**config.mk**
```make
export PLATFORM = sky130hd
export DESIGN_NAME = pdm_capture_front
export DESIGN_NICKNAME = d
export VERILOG_FILES = /design/src/rtl/pdmcap_pkg.sv /design/src/rtl/pdmcap_divider.sv /design/src/rtl/pdmcap_chan_sampler.sv /design/src/rtl/pdm_capture_front.sv
export SDC_FILE = /design/constraint.sdc
export NUM_CORES = 1
export LEC_CHECK = 0
export BUFFER_PORTS_ARGS = -buffer_cell sky130_fd_sc_hd__buf_2
export CAP_MARGIN = 15
export CORE_ASPECT_RATIO = 0.8
export CORE_UTILIZATION = 31
export CTS_CLUSTER_DIAMETER = 100
export DETAILED_ROUTE_END_ITERATION = 10
export SLEW_MARGIN = 30
export SYNTH_ARGS = -nofsm -noshare
export SYNTH_HDL_FRONTEND = slang
export SYNTH_SLANG_ARGS = --single-unit
```
**constraint.sdc**
```tcl
create_clock -name clk -period 1.6 [get_ports clk]
set_clock_uncertainty 0.05 [all_clocks]
set_input_delay 0.32 -clock clk [delete_from_list [all_inputs] [get_ports clk]]
set_output_delay 0.32 -clock clk [all_outputs]
set_load 0.1 [all_outputs]
```
**src/rtl/pdmcap_pkg.sv**
```systemverilog
package pdmcap_pkg;

  // Level of the microphone clock during a half period.
  typedef enum logic {
    LVL_LOW  = 1'b0,
    LVL_HIGH = 1'b1
  } pdm_level_e;

  function automatic int max_w(input int a, input int b);
    return (a > b) ? a : b;
  endfunction

endpackage

```
**src/rtl/pdmcap_divider.sv**
```systemverilog
// Even clock divider: each half lasts cur_q+1 system cycles.
// The code is sampled only when a new period (high half) begins.
module pdmcap_divider #(
  parameter int DIV_W = 4
) (
  input  logic                   clk,
  input  logic                   rst,
  input  logic                   run,
  input  logic [DIV_W-1:0]       div_code,
  output pdmcap_pkg::pdm_level_e level,
  output logic [DIV_W-1:0]       cnt,
  output logic                   active
);
  import pdmcap_pkg::*;

  localparam logic [DIV_W-1:0] MIN_CODE = DIV_W'(1);

  logic [DIV_W-1:0] code_eff;
  logic [DIV_W-1:0] cur_q;
  logic [DIV_W-1:0] cnt_q;
  pdm_level_e       lvl_q;
  logic             act_q;
  logic             half_end;

  // Never divide by less than four.
  assign code_eff = (div_code == '0) ? MIN_CODE : div_code;
  assign half_end = (cnt_q == cur_q);

  always_ff @(posedge clk) begin
    if (rst || !run) begin
      act_q <= 1'b0;
      lvl_q <= LVL_LOW;
      cnt_q <= '0;
      cur_q <= MIN_CODE;
    end else if (!act_q) begin
      act_q <= 1'b1;
      lvl_q <= LVL_HIGH;
      cnt_q <= '0;
      cur_q <= code_eff;
    end else if (half_end) begin
      cnt_q <= '0;
      if (lvl_q == LVL_LOW) begin
        lvl_q <= LVL_HIGH;
        cur_q <= code_eff;
      end else begin
        lvl_q <= LVL_LOW;
      end
    end else begin
      cnt_q <= cnt_q + 1'b1;
    end
  end

  assign level  = lvl_q;
  assign cnt    = cnt_q;
  assign active = act_q;

endmodule

```
**src/rtl/pdmcap_chan_sampler.sv**
```systemverilog
// One capture channel: takes the data line at its programmed point.
module pdmcap_chan_sampler #(
  parameter int CNT_W = 4,
  parameter int DLY_W = 4
) (
  input  logic                   clk,
  input  logic                   rst,
  input  logic                   arm,
  input  logic                   force_take,
  input  pdmcap_pkg::pdm_level_e want,
  input  pdmcap_pkg::pdm_level_e level,
  input  logic [CNT_W-1:0]       cnt,
  input  logic [DLY_W-1:0]       delay,
  input  logic                   din,
  output logic                   bit_o,
  output logic                   vld_o
);
  localparam int CMP_W = pdmcap_pkg::max_w(CNT_W, DLY_W);

  logic [CMP_W-1:0] cnt_x;
  logic [CMP_W-1:0] dly_x;
  logic             take;
  logic             bit_q;
  logic             vld_q;

  assign cnt_x = CMP_W'(cnt);
  assign dly_x = CMP_W'(delay);
  assign take  = force_take | (arm && (level == want) && (cnt_x == dly_x));

  always_ff @(posedge clk) begin
    if (rst) begin
      bit_q <= 1'b0;
      vld_q <= 1'b0;
    end else begin
      vld_q <= take;
      if (take) bit_q <= din;
    end
  end

  assign bit_o = bit_q;
  assign vld_o = vld_q;

endmodule

```
**src/rtl/pdm_capture_front.sv**
```systemverilog
module pdm_capture_front #(
  parameter int DIV_W = 4,
  parameter int DLY_W = 4,
  parameter int NCH   = 2
) (
  input  logic             clk,
  input  logic             rst,
  input  logic             enable,
  input  logic [DIV_W-1:0] div_code,
  input  logic             bypass,
  input  logic             clk_oe_cfg,
  input  logic [DLY_W-1:0] capt_delay,
  input  logic [NCH-1:0]   chan_pol,
  input  logic             two_chan,
  input  logic             pdm_din,
  output logic             pdm_clk,
  output logic             pdm_clk_oe,
  output logic [NCH-1:0]   smp_bit,
  output logic [NCH-1:0]   smp_vld
);
  import pdmcap_pkg::*;

  logic             div_run;
  logic             div_act;
  pdm_level_e       div_level;
  logic [DIV_W-1:0] div_cnt;
  logic             byp_run;
  logic             byp_q;
  logic             oe_q;

  assign div_run = enable & ~bypass;
  assign byp_run = enable & bypass;

  pdmcap_divider #(.DIV_W(DIV_W)) u_div (
    .clk      (clk),
    .rst      (rst),
    .run      (div_run),
    .div_code (div_code),
    .level    (div_level),
    .cnt      (div_cnt),
    .active   (div_act)
  );

  always_ff @(posedge clk) begin
    if (rst) begin
      byp_q <= 1'b0;
      oe_q  <= 1'b0;
    end else begin
      byp_q <= byp_run;
      oe_q  <= clk_oe_cfg;
    end
  end

  for (genvar c = 0; c < NCH; c++) begin : g_ch
    logic ch_arm;
    logic ch_force;

    if (c == 0) begin : g_first
      assign ch_arm   = div_act & div_run;
      assign ch_force = byp_run;
    end else begin : g_other
      assign ch_arm   = div_act & div_run & two_chan;
      assign ch_force = 1'b0;
    end

    pdmcap_chan_sampler #(.CNT_W(DIV_W), .DLY_W(DLY_W)) u_smp (
      .clk        (clk),
      .rst        (rst),
      .arm        (ch_arm),
      .force_take (ch_force),
      .want       (pdm_level_e'(chan_pol[c])),
      .level      (div_level),
      .cnt        (div_cnt),
      .delay      (capt_delay),
      .din        (pdm_din),
      .bit_o      (smp_bit[c]),
      .vld_o      (smp_vld[c])
    );
  end

  // In bypass the system clock itself drives the pin.
  assign pdm_clk    = byp_q ? clk : div_level;
  assign pdm_clk_oe = oe_q;

endmodule

```
==> reports/results.txt <==
Estimated wirelength of the detail-placed design -> 1.17 mm
Biggest fanout along the worst timing path -> 2
Largest vdd supply drop -> 0.343 mV
Area used by multi-input combinational logic -> 427 um^2
Setup total negative slack -> 0 ns
Count of distinct cell types in the synthesized netlist -> 26
Category of the most critical setup path -> clock port to primary output
Placeable core region -> 2250 um^2
Final weighted congestion of routability-driven global placement -> 0.680
Num rows -> 15
RSZ-0062 raised after global routing -> no
Yosys warning count -> 0
Worst-margin pin slew -> 0.486 ns
Hold Path Class -> input port to register
Hold buffers post-CTS -> 0
Cells along the critical path -> clkbuf_4, nand2_4, o21ai_4, buf_12
Total global routing overflow -> 0
Post-Syn Nets -> 100
Critical-path cell with the highest stage delay -> buf_12
Longest individual stage delay on the worst path -> 0.16 ns
Largest area contributor in the synthesized netlist -> dfxtp_1
Hold depth -> 2
Worst R2R Start -> u_div.cnt[0]
Number of iterations in the first detailed-routing pass -> 7
Number of inserted diodes -> 0
Per-cell via count in the routed design -> 4.76
Fillers -> 237
Final #Nets -> 126
DIE AREA -> 2700 um^2
Pre-CTS setup slack -> 0.0158 ns
Main area contributors after synthesis -> dfxtp_1 (41%), xnor2_1 (9.1%), mux2i_1 (6.5%), xor2_1 (5.7%), buf_4 (3.9%)
Routed WL -> 1.49 mm
Number of global-route vias before repair -> 636
Crit. End Element -> primary output
Most common cell after layout, fill and taps aside -> buf_2
Synthesized instance count -> 82
Hold Violations, Final -> 0
Initial cell density of the core -> 34.3%
Required time at the worst-slack endpoint -> 1.23 ns
Total via count in the routed design -> 624
Worst min-delay path endpoint -> pdm_clk_oe
Pin count of the biggest net entering global routing -> 9
Total routing usage reported by global routing -> 13.6%
Area share of the largest cell type after synthesis -> 41.4%
Post-DR wirelength/cell -> 11.3 um
Post-synthesis instance area -> 773 um^2
Reg-to-reg endpoint -> u_div.cur_q[1]
LEAKAGE -> 0.411 nW
CP Data Arrival Time -> 1.20 ns
Initial antenna violation count -> 0
Top-level port count -> 23
Most frequent cells in the layout -> buf_2 (21), dfxtp_1 (15), xnor2_1 (8), nor2_1 (7), nand2_1 (7)
Clock latency at the later pin of the worst-skew pair -> 0.39 ns
Share of synthesized area occupied by flip-flops and latches -> 41.4%
Final Max Slew Viols -> 0
Die H -> 46.7 um
Clock transition at the registers of the reported paths -> 0.08 ns
Detail Route Antenna Nets -> 0
Worst slew margin relative to its limit -> 67.8%
Setup slack after layout -> 0.0302 ns
Hold wc startpoint -> clk_oe_cfg
Mean area per synthesized cell -> 9.43 um^2
Outcome -> finished, violations left
Count of routing violations after the opening detailed-route iteration -> 12
Startpoint type of the worst setup path -> clock port
Register-to-Register Path Depth -> 4
Global-route wire length before repair -> 2.54 mm
Number of buffers added on ports -> 22
Final-report setup violation count -> 0
Layout overhead on the synthesized area -> 25.1%
Max-cap violation count -> 0
Register-to-Register Setup Slack -> 0.19 ns
Share of post-route cells with drive strength above 1 -> 33.0%
Number of synthesized register bits -> 16
Area of all sequential standard cells -> 324 um^2
Power density over the cells -> 902 nW/um^2
Violated checks -> DRC
Clock tree from TritonCTS -> done
Die Span X -> 57.8 um
Final routed DRC violation total -> 1
## registers in the layout (all words and copies together) (netlist names)
name	count
g_ch.u_smp.bit_o	2
u_div.cur_q	4
u_div.level	1
byp_q	1
g_ch.u_smp.vld_o	2
u_div.cnt	4
pdm_clk_oe	1
u_div.active	1
## what timing repair did
item	4_1_cts	5_1_grt
gates resized for setup	7	0
buffers inserted	1	0
setup endpoints to repair	4	0
endpoints found under the hold margin	0	0
## through the flow
step | util [%] | instance area, um^2 | total power [mW] | hold slack [ns] | cells
after global placement | 39.8 | 897 | 0.571 | 0.411 | 125
after CTS | 42.9 | 967 | 0.891 | 0.108 | 131
after detailed placement | 39.8 | 897 | 0.573 | 0.428 | 125
after floorplan | - | 786 | 0.536 | 0.339 | 82
final | 42.9 | 967 | 0.872 | 0.107 | 131
after global routing | 42.9 | 967 | 0.923 | 0.105 | 131
## synth_stat cells (all sizes together)
library cell / count
xor2: 5
nor2: 7
a21boi: 1
a21oi: 2
nand2b: 2
xnor2: 8
nand3b: 1
or3b: 1
buf: 4
inv: 3
and3: 1
nand3: 2
and3b: 1
a31o: 1
mux2i: 5
ha: 1
nor3: 2
and2: 1
nand4: 3
nand2: 8
and4b: 1
nor4: 1
nor2b: 2
o21ai: 2
clkinv: 1
dfxtp: 16
## final cells by class
class,instances,area share (%)
multi-input cells,58,44.1
flip-flops and latches,16,33.5
repair buffers,22,11.6
clock buffers,6,5.95
well taps,25,3.23
inverters,4,1.55
## worst max path at each step
stage / from / slack [ns] / end
final: clk / 0.03 / pdm_clk
after floorplan: clk / 0.14 / pdm_clk
after global routing: u_div.level / 0.002 / pdm_clk
after CTS: clk / 0.02 / pdm_clk
after detailed placement: clk / 0.02 / pdm_clk
after global placement: clk / 0.02 / pdm_clk
## critical path: cells and delay by family
kind | cells | cell delay, ns
simple gates | 1 | 0.05
compound gates | 1 | 0.06
buf+inv | 2 | 0.28
## report_power, final
| group | total, mW | switching [mW] | internal [mW] |
|---|---|---|---|
| logic | 0.105 | 0.0634 | 0.0414 |
| clock network | 0.354 | 0.185 | 0.169 |
| registers | 0.413 | 0.00675 | 0.407 |
## cell families (layout without fill, tap and decap cells)
family                   count (synthesis)  after routing  synth area share, %
buffers and inverters                    8             32                 5.82
flip-flops                              16             16                 41.4
AO/OA/AOI/OAI                            6              6                 5.18
multiplexers                             5              5                 6.47
XOR/XNOR                                13             13                 14.7
AND/OR/NAND/NOR                         33             33                 24.8
adder cells (fa/ha/maj)                  1              1                 1.62
## metal layers
metal | track usage (%) | part of all wire, %
met1 | 13.7 | 42
met2 | 22.1 | 48
met3 | 8.43 | 9.5
met4 | 7.62 | 0.88
met5 | 0 | 0
Power figures use the tool's default switching activity.
